[config.mk]
export PLATFORM = sky130hd
export DESIGN_NAME = tdm_slot_tx
export DESIGN_NICKNAME = d
export VERILOG_FILES = /design/src/rtl/tdm_tx_pkg.sv /design/src/rtl/tdm_edge_sync.sv /design/src/rtl/tdm_slot_timer.sv /design/src/rtl/tdm_byte_hold.sv /design/src/rtl/tdm_bit_drive.sv /design/src/rtl/tdm_slot_tx.sv
export SDC_FILE = /design/constraint.sdc
export NUM_CORES = 1
export LEC_CHECK = 0
export CAP_MARGIN = 20
export CORE_ASPECT_RATIO = 0.6
export CORE_UTILIZATION = 60
export CTS_CLUSTER_DIAMETER = 80
export CTS_CLUSTER_SIZE = 14
export DETAILED_ROUTE_END_ITERATION = 10
export GPL_TIMING_DRIVEN = 0
export PLACE_DENSITY = 0.95
export SYNTH_ARGS = -nofsm -noshare
export SYNTH_HDL_FRONTEND = slang
export SYNTH_SLANG_ARGS = --single-unit
[constraint.sdc]
create_clock -name clk -period 12.1 [get_ports clk]
set_input_delay 1.21 -clock clk [delete_from_list [all_inputs] [get_ports clk]]
set_output_delay 1.21 -clock clk [all_outputs]
set_load 0.1 [all_outputs]
[src/rtl/tdm_tx_pkg.sv]
package tdm_tx_pkg;

    // Per-bit shaping and routing controls
    typedef struct packed {
        logic invert;
        logic msb_first;
        logic en_a;
        logic en_b;
        logic strobe_b;
    } tx_mode_t;

    // Registered pin state of both serial outputs
    typedef struct packed {
        logic a_dat;
        logic a_oe;
        logic b_dat;
        logic b_oe;
    } pin_set_t;

    localparam pin_set_t PINS_IDLE = '{a_dat: 1'b1, a_oe: 1'b0, b_dat: 1'b1, b_oe: 1'b0};

endpackage

[src/rtl/tdm_edge_sync.sv]
module tdm_edge_sync #(
    parameter int SYNC_STAGES = 2
) (
    input  logic clk,
    input  logic rst_n,
    input  logic bclk,
    input  logic fsync,
    input  logic launch_rise,
    output logic launch,
    output logic restart
);

    typedef struct packed {
        logic [SYNC_STAGES-1:0] bsh;
        logic [SYNC_STAGES-1:0] fsh;
        logic                   bprev;
        logic                   fs_last;
    } st_t;

    localparam st_t ST_RESET = '0;

    st_t st_q, st_d;
    logic cur_b, cur_f, rise_seen, fall_seen;

    initial begin
        if (SYNC_STAGES < 2) $error("SYNC_STAGES must be at least 2");
    end

    always_comb begin
        st_d      = st_q;
        st_d.bsh  = {st_q.bsh[SYNC_STAGES-2:0], bclk};
        st_d.fsh  = {st_q.fsh[SYNC_STAGES-2:0], fsync};
        cur_b     = st_q.bsh[SYNC_STAGES-1];
        cur_f     = st_q.fsh[SYNC_STAGES-1];
        st_d.bprev = cur_b;
        rise_seen = cur_b & ~st_q.bprev;
        fall_seen = ~cur_b & st_q.bprev;
        launch    = launch_rise ? rise_seen : fall_seen;
        restart   = launch & cur_f & ~st_q.fs_last;
        if (launch) begin
            st_d.fs_last = cur_f;
        end
    end

    always_ff @(posedge clk or negedge rst_n) begin
        if (!rst_n) st_q <= ST_RESET;
        else        st_q <= st_d;
    end

    // A launch edge is a single-cycle event
    assert_launch_single_R1: assert property (@(posedge clk) disable iff (!rst_n)
        launch |=> !launch);

endmodule

[src/rtl/tdm_slot_timer.sv]
module tdm_slot_timer #(
    parameter  int DATA_W = 8,
    parameter  int SLOT_W = 8,
    localparam int IDX_W  = $clog2(DATA_W),
    localparam int POS_W  = SLOT_W + IDX_W + 1
) (
    input  logic              clk,
    input  logic              rst_n,
    input  logic              tick,
    input  logic              restart,
    input  logic [SLOT_W-1:0] slot,
    input  logic [IDX_W-1:0]  bit_off,
    output logic              first,
    output logic              live,
    output logic [IDX_W-1:0]  idx
);

    localparam logic [POS_W-1:0] POS_MAX = '1;
    localparam logic [POS_W-1:0] SPAN    = POS_W'(DATA_W - 1);

    typedef struct packed {
        logic [POS_W-1:0] pos;
    } st_t;

    localparam st_t ST_RESET = '{pos: POS_MAX};

    st_t st_q, st_d;
    logic [POS_W-1:0] start_p, stop_p, delta;

    always_comb begin
        st_d    = st_q;
        start_p = {1'b0, slot, bit_off};
        stop_p  = start_p + SPAN;
        if (tick) begin
            if (restart)                 st_d.pos = '0;
            else if (st_q.pos != POS_MAX) st_d.pos = st_q.pos + 1'b1;
        end
        delta = st_d.pos - start_p;
        idx   = delta[IDX_W-1:0];
        live  = (st_d.pos >= start_p) && (st_d.pos <= stop_p);
        first = tick && (st_d.pos == start_p);
    end

    always_ff @(posedge clk or negedge rst_n) begin
        if (!rst_n) st_q <= ST_RESET;
        else        st_q <= st_d;
    end

    // Position only moves forward unless a sync restarts it
    assert_pos_forward_R2: assert property (@(posedge clk) disable iff (!rst_n)
        (tick && !restart) |=> (st_q.pos >= $past(st_q.pos)));

    // A restart always lands on position zero
    assert_restart_zero_R2: assert property (@(posedge clk) disable iff (!rst_n)
        (tick && restart) |=> (st_q.pos == '0));

endmodule

[src/rtl/tdm_byte_hold.sv]
module tdm_byte_hold #(
    parameter int DATA_W = 8
) (
    input  logic              clk,
    input  logic              rst_n,
    input  logic              ld_valid,
    input  logic [DATA_W-1:0] ld_data,
    input  logic              consume,
    output logic              ld_ready,
    output logic [DATA_W-1:0] byte_now,
    output logic              underrun
);

    typedef struct packed {
        logic [DATA_W-1:0] hold;
        logic [DATA_W-1:0] cur;
        logic              full;
        logic              urun;
    } st_t;

    localparam st_t ST_RESET = '0;

    st_t st_q, st_d;
    logic accept;

    always_comb begin
        st_d      = st_q;
        st_d.urun = 1'b0;
        ld_ready  = ~st_q.full;
        accept    = ld_valid & ~st_q.full;
        if (consume) begin
            if (st_q.full) st_d.cur = st_q.hold;
            st_d.urun = ~st_q.full;
            st_d.full = 1'b0;
        end
        if (accept) begin
            st_d.hold = ld_data;
            st_d.full = 1'b1;
        end
        byte_now = st_d.cur;
        underrun = st_q.urun;
    end

    always_ff @(posedge clk or negedge rst_n) begin
        if (!rst_n) st_q <= ST_RESET;
        else        st_q <= st_d;
    end

    assert_ready_drops_R9: assert property (@(posedge clk) disable iff (!rst_n)
        (ld_valid && ld_ready) |=> !ld_ready);

    assert_underrun_pulse_R10: assert property (@(posedge clk) disable iff (!rst_n)
        underrun |=> !underrun);

endmodule

[src/rtl/tdm_bit_drive.sv]
module tdm_bit_drive
    import tdm_tx_pkg::*;
#(
    parameter  int DATA_W = 8,
    localparam int IDX_W  = $clog2(DATA_W)
) (
    input  logic              clk,
    input  logic              rst_n,
    input  logic              tick,
    input  logic              live,
    input  logic [IDX_W-1:0]  idx,
    input  logic [DATA_W-1:0] byte_now,
    input  tx_mode_t          mode,
    output pin_set_t          pins
);

    localparam logic [IDX_W-1:0] TOP_IDX = IDX_W'(DATA_W - 1);

    typedef struct packed {
        pin_set_t p;
    } st_t;

    localparam st_t ST_RESET = '{p: PINS_IDLE};

    st_t st_q, st_d;
    logic [IDX_W-1:0] pick;
    logic bitv, a_on, b_on;

    always_comb begin
        st_d = st_q;
        pick = mode.msb_first ? (TOP_IDX - idx) : idx;
        bitv = byte_now[pick] ^ mode.invert;
        a_on = live & mode.en_a;
        b_on = live & mode.en_b;
        if (tick) begin
            st_d.p.a_oe  = a_on;
            st_d.p.a_dat = a_on ? bitv : 1'b1;
            if (mode.strobe_b) begin
                st_d.p.b_oe  = 1'b1;
                st_d.p.b_dat = ~a_on;
            end else begin
                st_d.p.b_oe  = b_on;
                st_d.p.b_dat = b_on ? bitv : 1'b1;
            end
        end
        pins = st_q.p;
    end

    always_ff @(posedge clk or negedge rst_n) begin
        if (!rst_n) st_q <= ST_RESET;
        else        st_q <= st_d;
    end

    assert_a_off_R4: assert property (@(posedge clk) disable iff (!rst_n)
        (tick && !mode.en_a) |=> !pins.a_oe);

    assert_b_off_R4: assert property (@(posedge clk) disable iff (!rst_n)
        (tick && !mode.en_b && !mode.strobe_b) |=> !pins.b_oe);

    assert_strobe_track_R8: assert property (@(posedge clk) disable iff (!rst_n)
        (tick && mode.strobe_b) |=> (pins.b_oe && (pins.b_dat != pins.a_oe)));

endmodule

[src/rtl/tdm_slot_tx.sv]
module tdm_slot_tx
    import tdm_tx_pkg::*;
#(
    parameter  int DATA_W      = 8,
    parameter  int SLOT_W      = 8,
    parameter  int SYNC_STAGES = 2,
    localparam int OFF_W       = $clog2(DATA_W)
) (
    input  logic              clk,
    input  logic              rst_n,
    input  logic              bclk,
    input  logic              fsync,
    input  logic              cfg_launch_rise,
    input  logic              cfg_invert,
    input  logic              cfg_msb_first,
    input  logic [SLOT_W-1:0] cfg_slot,
    input  logic [OFF_W-1:0]  cfg_bit_off,
    input  logic              cfg_en_a,
    input  logic              cfg_en_b,
    input  logic              cfg_strobe_b,
    input  logic              ld_valid,
    input  logic [DATA_W-1:0] ld_data,
    output logic              ld_ready,
    output logic              txa_data,
    output logic              txa_oe,
    output logic              txb_data,
    output logic              txb_oe,
    output logic              underrun
);

    tx_mode_t          mode;
    pin_set_t          pins;
    logic              launch, restart, first, live;
    logic [OFF_W-1:0]  idx;
    logic [DATA_W-1:0] byte_now;

    always_comb begin
        mode.invert    = cfg_invert;
        mode.msb_first = cfg_msb_first;
        mode.en_a      = cfg_en_a;
        mode.en_b      = cfg_en_b;
        mode.strobe_b  = cfg_strobe_b;
        txa_data       = pins.a_dat;
        txa_oe         = pins.a_oe;
        txb_data       = pins.b_dat;
        txb_oe         = pins.b_oe;
    end

    tdm_edge_sync #(.SYNC_STAGES(SYNC_STAGES)) u_edge (
        .clk(clk), .rst_n(rst_n), .bclk(bclk), .fsync(fsync),
        .launch_rise(cfg_launch_rise), .launch(launch), .restart(restart)
    );

    tdm_slot_timer #(.DATA_W(DATA_W), .SLOT_W(SLOT_W)) u_timer (
        .clk(clk), .rst_n(rst_n), .tick(launch), .restart(restart),
        .slot(cfg_slot), .bit_off(cfg_bit_off),
        .first(first), .live(live), .idx(idx)
    );

    tdm_byte_hold #(.DATA_W(DATA_W)) u_hold (
        .clk(clk), .rst_n(rst_n), .ld_valid(ld_valid), .ld_data(ld_data),
        .consume(first), .ld_ready(ld_ready), .byte_now(byte_now),
        .underrun(underrun)
    );

    tdm_bit_drive #(.DATA_W(DATA_W)) u_drive (
        .clk(clk), .rst_n(rst_n), .tick(launch), .live(live), .idx(idx),
        .byte_now(byte_now), .mode(mode), .pins(pins)
    );

    // Pins move only on the cycle after a launch edge
    assert_pins_hold_R1: assert property (@(posedge clk) disable iff (!rst_n)
        !launch |=> $stable({txa_data, txa_oe, txb_data, txb_oe}));

    // An underrun can only follow a launch edge
    assert_underrun_on_edge_R10: assert property (@(posedge clk) disable iff (!rst_n)
        $rose(underrun) |-> $past(launch));

endmodule

---- Word level (Yosys, flattened, before mapping) ----
Cells that the tools add are included.
word-level totals
  flip-flop bits (word level) ............. 40
  input port bits ......................... 30
  logic and storage cells ................. 51
cells by class
  add/subtract/negate cells ............... 4
  magnitude comparators ................... 3
  equality and inequality tests ........... 2
  multiplexer cells ....................... 13
  bitwise operators ....................... 13
  reductions and logical operators ........ 3
operator list
  cell                                                                   count
  12-bit two-way mux                                                     3
  11-bit by 3-bit adder with 12-bit output (second input constant)       1
  12-bit by 1-bit adder with 12-bit output (second input constant)       1
  12-bit by 11-bit equality test with 1-bit output                       1
  12-bit by 11-bit greater-or-equal comparator with 1-bit output         1
  12-bit less-or-equal comparator                                        1
  12-bit inequality test (second input constant)                         1
  10-bit two-way mux                                                     1
  8-bit two-way mux                                                      1
  1-bit AND                                                              7
  1-bit two-way mux                                                      5
  1-bit inverter                                                         5
  3-bit by 4-bit < comparator with 1-bit output (second input constant)  1
  1-bit binary-select mux with 3-bit select                              1
  3-bit two-way mux                                                      1
  3-bit subtractor                                                       1
  3-bit subtractor (first input constant)                                1
  1-bit logical AND                                                      2
  2-bit two-way mux                                                      1
  2-bit nonzero test                                                     1
  1-bit bitwise XOR                                                      1

---- Longest topological paths before layout ----
Gate-level depths: netlist of run 1.
  depth in word-level cells ............... 15
  mapped depth ............................ 19
  depth with buffers taken out ............ 18

---- By module ----
Synthesis of run 1 repeated with hierarchy kept, for this count alone.
second synthesis, totals
  cell total of the unflattened synthesis .. 277
  area total of the unflattened synthesis .. 2796.4 um2
by module, submodules not included
  module          times used  cells each  area an instance (um2)
  tdm_slot_timer  1           170         1428.9
  tdm_byte_hold   1           48          763.2
  tdm_bit_drive   1           47          400.4
  tdm_edge_sync   1           12          203.9

---- Worst setup path after synthesis of run 1 ----
No wires, ideal clock.
  path kind ............................... input port to flip-flop
  from .................................... in cfg_launch_rise
  to ...................................... reg u_drive.st_q (netlist bit u_drive.pins[1])
  library setup time ...................... 63 ps
  data arrival time ....................... 4751 ps
  required time ........................... 12037 ps
  slack ................................... 7286 ps
  cell stages on the path ................. 16
  path buffers ............................ 1
  cells stage by stage .................... or3b_4 -> and2_1 -> a21oi_1 -> xnor2_1 -> or2_2 -> ha_1 -> fa_1 -> or2_2 -> clkbuf_1 -> mux2_2 -> o221ai_1 -> a211o_1 -> mux2i_1 -> a31oi_1 -> xnor2_1 -> o221a_1
on the way
  cells in the longest elaborated chain, start to end .. 13
ends and longest elaborated chain
  what                                                                                         RTL line                                    text
  start: declaration                                                                           tdm_slot_tx.sv:13                           input logic cfg_launch_rise,
  1-bit two-way mux *                                                                          tdm_edge_sync.sv:38                         launch = launch_rise ? rise_seen : fall_seen;
  1-bit AND (2 in a row)                                                                       tdm_edge_sync.sv:39                         restart = launch & cur_f & ~st_q.fs_last;
  12-bit two-way mux                                                                           tdm_slot_timer.sv:35                        if (restart) st_d.pos = '0;
  12-bit two-way mux                                                                           tdm_slot_timer.sv:34                        if (tick) begin
  3-bit subtractor / 12-bit by 11-bit equality test with 1-bit output (equally long branches)  tdm_slot_timer.sv:38, tdm_slot_timer.sv:41
  3-bit subtractor / 1-bit logical AND (equally long branches)                                 tdm_bit_drive.sv:31, tdm_slot_timer.sv:41
  3-bit two-way mux / 10-bit two-way mux (equally long branches)                               tdm_bit_drive.sv:31, tdm_byte_hold.sv:31
  1-bit binary-select mux with 3-bit select                                                    tdm_bit_drive.sv:32                         bitv = byte_now[pick] ^ mode.invert;
  1-bit two-way mux (not written as such)                                                      tdm_bit_drive.sv:32
  1-bit bitwise XOR                                                                            tdm_bit_drive.sv:32
  1-bit two-way mux                                                                            tdm_bit_drive.sv:43                         st_d.p.b_dat = b_on ? bitv : 1'b1;
  2-bit two-way mux                                                                            tdm_bit_drive.sv:38                         if (mode.strobe_b) begin
  end signal: assignment                                                                       tdm_bit_drive.sv:51                         else st_q <= st_d;
  end: declaration                                                                             tdm_bit_drive.sv:25                         st_t st_q, st_d;
Mark *: on every way between the ends. The rest lies on a longest branch, timed or not. The select of a mux whose other input is x is not followed.
A chain may end at the register's enable or synchronous reset.

---- Worst setup path in the final report of run 1 ----
Same ends and word-level chain as after synthesis.

==> results of run 1 <==
-- registers in the layout, summed over array words and instances (netlist names) --
register / count
u_drive.pins: 4
u_edge.cur_f: 1
u_edge.st_d: 2
u_timer.st_q: 12
u_hold.st_q: 17
u_hold.underrun: 1
u_edge.cur_b: 1
u_edge.st_q: 2
-- metal layers --
metal / part of all wire (%) / vias to the layer above
met5: 0 / -
met1: 48 / 1143
met3: 6.8 / 7
met4: 0.72 / 0
met2: 44 / 84
li1: - / 1093
-- path summary, 6_finish.rpt --
path                                    to  depth (start not counted)
setup / recovery           u_drive.pins[1]                         17
hold / removal                u_edge.cur_f                          0
setup reg to reg           u_drive.pins[1]                         16
hold reg to reg               u_edge.cur_f                          0
max in group asynchronous   u_hold.st_q[5]                          1
min in group asynchronous     u_edge.cur_f                          1
-- report_power, final --
| part | internal [W] | switching [W] | leakage [nW] |
|---|---|---|---|
| registers | 0.000158 | 0.0000154 | 0.474 |
| clock network | 0.0000621 | 0.0000504 | 0.0548 |
| logic | 0.000100 | 0.000145 | 0.917 |
-- stage by stage --
stage | instances | total power (W)
2_1_floorplan | 276 | 0.000344
4_1_cts | 379 | 0.000528
5_1_grt | 379 | 0.000556
3_5_place_dp | 371 | 0.000410
6_report | 379 | 0.000530
3_3_place_gp | 371 | 0.000393
-- cells in the final DEF, fill, tap and decap left out, types with 5 or more instances in the layout --
| cell | instances |
|---|---|
| clkdlybuf4s50_1 | 34 |
| dfrtp_1 | 26 |
| nor2_1 | 25 |
| ha_1 | 25 |
| inv_1 | 17 |
| nand2_1 | 17 |
| mux2_2 | 17 |
| xnor2_1 | 14 |
| dfstp_2 | 14 |
| a21oi_1 | 10 |
| nand3_1 | 10 |
| nand4_1 | 9 |
| mux2i_1 | 7 |
| o21ai_0 | 7 |
| nor2b_1 | 6 |
| clkbuf_1 | 5 |
| and3_1 | 5 |
| nor3_1 | 5 |
| a21o_1 | 5 |
| clkbuf_8 | 5 |
-- final cells by class --
cell class              count  area share (%)
multi-input cells         212            49.3
flip-flops and latches     40            31.2
repair buffers             35            10.6
well taps                  60            2.30
clock buffers               5            2.11
inverters                  17            1.96
clock inverters             3            1.42
plain buffers               7            1.07
-- kinds of logic (layout without fill, tap and decap cells) --
kind of cell,Yosys count,count (layout),share of synthesized area (%)
xor+xnor,17,17,5.46
simple gates,93,93,17.3
mux,24,24,9.60
buf+inv,24,67,3.63
compound gates,52,52,14.5
flops,40,40,37.4
fa+ha+maj,26,26,12.2
==> summary.md, run 1 <==
| Metric | Value |
|---|---|
| Flop2flop setup slack | `roughly 7.4 ns` |
| Area grow syn2layout | `19.7%` |
| Distinct cell type count after synthesis | `48` |
| Area of the multi-input gates | `roughly 0.0016 mm2` |
| Final Slew Violations | `0` |
| Antenna violation net count after detailed routing | `0` |
| Pin count of the biggest net entering global routing | `41` |
| Critical Path Source | `cfg_launch_rise` |
| Mapped Cells | `about 280` |
| Top-area cell type share of the netlist area | `a little under a quarter` |
| Synthesized cell area | `0.00273 mm2` |
| Starting density of the core | `around 64%` |
| CP max FO | `7` |
| Slowest stage delay, CP | `between 0.6 and 0.7 ns` |
| Crit start category | `input port` |
| Die Footprint | `just under 0.005 mm2` |
| CTS H-tree lvls | `2` |
| Tmin final | `approximately 5.6 ns` |
| Top delay family on crit path | `compound AO/OA/AOI/OAI gates` |
| Drt pass-1 iters | `4` |
| Post-synth EDFFs | `0` |
| CTS Hold Bufs | `0` |
| TritonCTS clock tree | `built` |
| Hold path startpoint | `u_edge.st_d[3]` |
| Final setup violation count | `0` |
| # IOs | `36` |
| Via count | `2327` |
| Status | `finished, final reports clean` |
| Worst-path cell chain | `clkdlybuf4s50_1 > or3b_4 > and2_1 > a21oi_1 > xnor2_1 > or2_2 > ha_1 > fa_1 > or2_2 > clkbuf_1 > mux2_2 > o221ai_1 > a211o_1 > mux2i_1 > a31oi_1 > xnor2_1 > o221a_1` |
| Power per cell area | `163 mW/mm2` |
| Hpwl dp | `around 5 mm` |
| Clock root buffer | `clkbuf_8` |
| CORE AREA | `0.00423 mm2` |
| Critical path type | `in -> reg` |
| GR peak layer | `met2` |
| Vias per inst | `roughly 6.1` |
| Antenna cells | `0` |
| Clock Tree Buf Depth | `2` |
| VDD IR max | `a little over 0.1 mV` |
| Period utilisation layout | `a little under half` |
| Met3 Usage GRT | `between 5 and 6%` |
| Critical Path RT | `between 10 and 15 ns` |
| Post-Route WL | `~6.4 mm` |
| Port Buffer Count | `35` |
| Post-CTS Setup Bufs | `0` |
| #FFs+latches synth | `40` |
| GRT met1 Usage | `around two fifths` |
| Worst setup margin | `6.47 ns` |
| Reg2Reg Launch Point | `u_edge.cur_b` |
| Yosys warnings | `0` |
| Area contributors post-synth | `dfrtp_1 (24%), dfstp_2 (13%), ha_1 (11%)` |
| F_max | `approximately 180 MHz` |
| Lkg Pwr | `approximately 1.4 nW` |
| HP Class | `reg -> reg` |
| Worst Path Buf+Inv | `2` |
| Ys async rst share | `100%` |
| Layout cells sized above 1 | `15.7%` |
| Nets | `374` |
| Dominant cell type by area after synthesis | `dfrtp_1` |
| Setup Skew | `0.0132 ns` |
| First-pass GRT wire length | `about 11 mm` |
| Cts bufs inserted | `5` |
| Hold Vio Cnt, Final | `0` |
| Post-synth top flop | `dfrtp_1` |
| RSZ-0062 raised after global routing | `no` |
| Synth Area per Inst | `between 9 and 10 um2` |
| Wire length per cell | `roughly 17 um` |
| Antenna violations before repair | `0` |
| Vias in the first global route | `2250` |
| Register area share after synthesis | `37.4%` |
| Measured slew at the worst slew-check pin | `between 0.9 and 1 ns` |
| Most frequent cells after synthesis | `dfrtp_1 (26), ha_1 (25), nor2_1 (25)` |
| Design area | `roughly 0.0033 mm2` |
| Slew HR | `between 30% and 40%` |
| Most numerous cell in the Yosys netlist | `dfrtp_1` |
| CTS sink count | `40` |
| Worst path slowest cell | `fa_1` |
| Post-Place Setup Slack | `~6.3 ns` |
| Sum Neg Setup Slack | `0 ns` |
| Detailed Route Iter0 Violations | `between 100 and 150` |
| Sequential cell area | `between 0.001 and 0.0015 mm2` |
| DRC viols | `0` |
| FILL cells | `300` |
| GRT Total Usage | `30.5%` |
| Post-CTS sizing | `0` |
| Grt total ovfl | `0` |
| Die Ht | `54.2 um` |
| Dpl cell area | `about 0.0031 mm2` |
| Crit path DAT | `~5.9 ns` |
| Met2 usage | `around 51%` |
| # rows | `18` |
| Syn_nets | `about 330` |
| Die width | `between 80 and 90 um` |
| Post-layout util | `between 70% and 80%` |
| Worst hold slack | `0.357 ns` |
| Max Cap Viol | `0` |
| CP endpoint kind | `flip-flop` |
| Gpl congestion | `0.878` |
| Reg clk slew, reported paths | `around 0.090 ns` |
| Clk_lat worst skew | `0.31 ns` |
No activity file was read; power rests on OpenSTA's default activity.
==> run 2, diff against run 1 <==
--- a/config.mk
+++ b/config.mk
@@ -7,12 +7,12 @@
 export LEC_CHECK = 0
 export CAP_MARGIN = 20
 export CORE_ASPECT_RATIO = 0.6
-export CORE_UTILIZATION = 60
+export CORE_UTILIZATION = 50
 export CTS_CLUSTER_DIAMETER = 80
 export CTS_CLUSTER_SIZE = 14
 export DETAILED_ROUTE_END_ITERATION = 10
 export GPL_TIMING_DRIVEN = 0
-export PLACE_DENSITY = 0.95
+export PLACE_DENSITY = 0.85
 export SYNTH_ARGS = -nofsm -noshare
 export SYNTH_HDL_FRONTEND = slang
 export SYNTH_SLANG_ARGS = --single-unit
==> constraint.sdc (replaced) <==
create_clock -name clk -period 4.6 [get_ports clk]
set_input_delay 0.46 -clock clk [delete_from_list [all_inputs] [get_ports clk]]
set_output_delay 0.46 -clock clk [all_outputs]
set_load 0.1 [all_outputs]
==> summary.md, run 2 (synthesis gave the netlist of run 1 again) <==
| Metric | Value |
|---|---|
| Starting density of the core | `52.9% (was 64.4%)` |
| WL met3 | `332 um (was 438 um)` |
| Die Ht | `59.2 um (was 54.2 um)` |
| Share of power burned in the clock network | `21.4% (was 21.2%)` |
| Via count | `2228 (was 2327)` |
| Design area | `0.00330 mm2 (was 0.00326 mm2)` |
| Layout cells sized above 1 | `17.6% (was 15.7%)` |
| VDD IR max | `0.261 mV (was 0.101 mV)` |
| Reg2Reg Launch Point | `u_timer.st_q[0] (was u_edge.cur_b)` |
| Sw Ratio | `38.6% (was 39.7%)` |
| Antenna violations before repair | `0 (unchanged)` |
| Critical path type | `in -> reg (unchanged)` |
| Worst Path Buf+Inv | `1 (was 2)` |
| # rows | `20 (was 18)` |
| Commonest non-fill, non-tap cell in the layout | `clkdlybuf4s50_1 (unchanged)` |
| CTS H-tree lvls | `2 (unchanged)` |
| Max Cap Viol | `0 (unchanged)` |
| HP Class | `in -> async (was reg -> reg)` |
| Worst r2r path cells | `16 (unchanged)` |
| Lkg Pwr | `1.45 nW (about the same)` |
| Flop2flop setup slack | `0.23 ns (was 7.39 ns)` |
| Antenna cells | `0 (unchanged)` |
| CP max FO | `7 (unchanged)` |
| Pin count of the biggest net entering global routing | `41 (unchanged)` |
| Final setup violation count | `0 (unchanged)` |
| GRT Total Usage | `22.2% (was 30.5%)` |
| Comb power frac | `45.8% (was 46.1%)` |
| Cts bufs inserted | `5 (unchanged)` |
| Crit start category | `input port (unchanged)` |
| TritonCTS clock tree | `built (unchanged)` |
| Hold Vio Cnt, Final | `0 (unchanged)` |
| Status | `finished, final reports clean (unchanged)` |
| Nets | `374 (unchanged)` |
| Measured slew at the worst slew-check pin | `0.964 ns (was 0.973 ns)` |
| Die width | `97.3 um (was 89.0 um)` |
| Antenna violation net count after detailed routing | `0 (unchanged)` |
| Slowest stage delay, CP | `0.61 ns (was 0.63 ns)` |
| Vias per inst | `5.79 (was 6.14)` |
| Area grow syn2layout | `21.0% (was 19.7%)` |
| Internal | `0.000849 W (was 0.000320 W)` |
| Leading cell types in the layout, fill and taps excluded | `clkdlybuf4s50_1 (34), dfrtp_1 (26), ha_1 (25) (was clkdlybuf4s50_1 (34), dfrtp_1 (26), nor2_1 (25), ha_1 (25))` |
| Clock Tree Buf Depth | `2 (unchanged)` |
| Grt total ovfl | `0 (unchanged)` |
| Clock root buffer | `clkbuf_8 (unchanged)` |
| Total Power | `0.00138 W (was 0.000530 W)` |
| Post-layout util | `64.0% (was 77.0%)` |
| Met2 WL | `2.35 mm (was 2.85 mm)` |
| WL met1 | `3.24 mm (was 3.08 mm)` |
| Critical Path RT | `4.84 ns (was 12.35 ns)` |
| Gpl congestion | `0.850 (was 0.878)` |
| Wire length per cell | `15.4 um (was 16.9 um)` |
| Worst-path cell chain | `clkdlybuf4s50_1 > or3b_4 > and2_1 > a21oi_4 > xnor2_1 > or2_2 > ha_1 > fa_2 > nor2b_1 > mux2i_1 > or3_1 > a211o_1 > o31a_1 > a31oi_2 > xnor2_1 > o221a_1 (was clkdlybuf4s50_1 > or3b_4 > and2_1 > a21oi_1 > xnor2_1 > or2_2 > ha_1 > fa_1 > or2_2 > clkbuf_1 > mux2_2 > o221ai_1 > a211o_1 > mux2i_1 > a31oi_1 > xnor2_1 > o221a_1)` |
| Seq pwr share | `32.8% (was 32.6%)` |
| Max FFs per register | `17 (unchanged)` |
| Detailed Route Iter0 Violations | `165 (was 130)` |
| Dpl cell area | `0.00315 mm2 (about the same)` |
| Worst path slowest cell | `fa_2 (was fa_1)` |
| Reg with most FFs | `u_hold.st_q (unchanged)` |
| Clk_lat worst skew | `0.29 ns (was 0.31 ns)` |
| Highest routed layer | `met3 (was met4)` |
| Period utilisation layout | `between 90 and 100%` |
| Finished Layout Cells | `385 (was 379)` |
| Die Footprint | `0.00576 mm2 (was 0.00482 mm2)` |
| Top delay family on crit path | `simple AND/OR/NAND/NOR gates (was compound AO/OA/AOI/OAI gates)` |
| Worst hold slack | `0.260 ns (was 0.357 ns)` |
| Port Buffer Count | `35 (unchanged)` |
| Slew HR | `35.5% (was 34.9%)` |
| First-pass GRT wire length | `9.96 mm (was 10.6 mm)` |
| Post-Route WL | `5.93 mm (was 6.42 mm)` |
| Final Slew Violations | `0 (unchanged)` |
| Tmin final | `4.46 ns` |
| Reg2reg end | `u_drive.pins[1] (unchanged)` |
| CTS sink count | `40 (unchanged)` |
| Vias in the first global route | `2052 (was 2250)` |
| Setup Skew | `0.0115 ns (was 0.0132 ns)` |
| Critical Path Stages | `16 (was 17)` |
| F_max | `224 MHz` |
| CTS Hold Bufs | `0 (unchanged)` |
| Inst Count DP | `377 (was 371)` |
| Hpwl dp | `4.76 mm (was 5.01 mm)` |
| CP dominant cell by count | `xnor2_1` |
| Reg clk slew, reported paths | `0.09 ns (about the same)` |
| DRC viols | `0 (unchanged)` |
| Psw | `0.000534 W (was 0.000210 W)` |
| # IOs | `36 (unchanged)` |
| Power per cell area | `419 mW/mm2 (was 163 mW/mm2)` |
| CP endpoint kind | `flip-flop (unchanged)` |
| Drt pass-1 iters | `4 (unchanged)` |
| CORE AREA | `0.00515 mm2 (was 0.00423 mm2)` |
| Crit path DAT | `4.70 ns (was 5.88 ns)` |
## run 2: cell count changes in the layout (fill, tap and decap cells not counted)
cell and change:
a21oi_1 -2, a21oi_2 +1, a21oi_4 +1, a31oi_1 -1
a31oi_2 +1, buf_4 +1, clkbuf_1 -1, fa_1 -1
fa_2 +1, nor2_1 -1, nor2_2 +1
## run 2: layer usage
metal | vias up | GRT usage [%]
met5 | - | 0
met4 | 0 | 1.89
met3 | 0 | 5.90
met2 | 64 | 32.5
met1 | 1075 | 34.3
li1 | 1089 | -
## run 2: worst max-delay path by stage
| stage | from | end | slack, ns |
|---|---|---|---|
| after detailed placement | cfg_launch_rise | u_drive.pins[1] | -0.46 |
| after global placement | cfg_launch_rise | u_drive.pins[1] | -0.34 |
| after CTS | cfg_launch_rise | u_drive.pins[1] | 0.06 |
| final | cfg_launch_rise | u_drive.pins[1] | 0.14 |
| after global routing | cfg_launch_rise | u_drive.pins[1] | -0.003 |
| after floorplan | cfg_launch_rise | u_drive.pins[1] | 0.54 |
## run 2: power groups by stage
stage               registers (W)  clock network, W  logic [W]
CTS                      0.000452          0.000299   0.000611
floorplan                0.000498                 0   0.000408
finish                   0.000454          0.000296   0.000633
global placement         0.000456                 0   0.000584
detailed placement       0.000458                 0   0.000608
global route             0.000460          0.000315   0.000697
## run 2: layout make-up
class / instances / area [um2]
fillers: 401 / 1860
multi-input cells: 212 / 1630
flip-flops and latches: 40 / 1020
repair buffers: 36 / 353
well taps: 66 / 82.6
clock buffers: 5 / 68.8
inverters: 17 / 63.8
clock inverters: 3 / 46.3
plain buffers: 6 / 31.3
## run 2: metrics by stage
| stage | setup slack (ns) | setup TNS, ns |
|---|---|---|
| floorplan | 0.536 | 0 |
| global placement | -0.336 | -0.607 |
| detailed placement | -0.458 | -0.867 |
| CTS | 0.0620 | 0 |
| global route | -0.00300 | -0.00300 |
| finish | 0.142 | 0 |
## run 2: worst reg2reg max path: stages, from the launching register on
cell,delay [ns]
dfstp_2,0.56
ha_1,0.23
nand2_1,0.07
nor2_1,0.32
a21oi_4,0.13
xnor2_1,0.15
or2_2,0.33
ha_1,0.22
fa_2,0.61
nor2b_1,0.20
mux2i_1,0.18
or3_1,0.35
a211o_1,0.30
o31a_1,0.11
a31oi_2,0.18
xnor2_1,0.16
o221a_1,0.21
## run 2: what timing repair did
action	4_1_cts	5_1_grt
resized for setup	2	4
endpoints found under the setup margin	2	2
buffers inserted	0	1
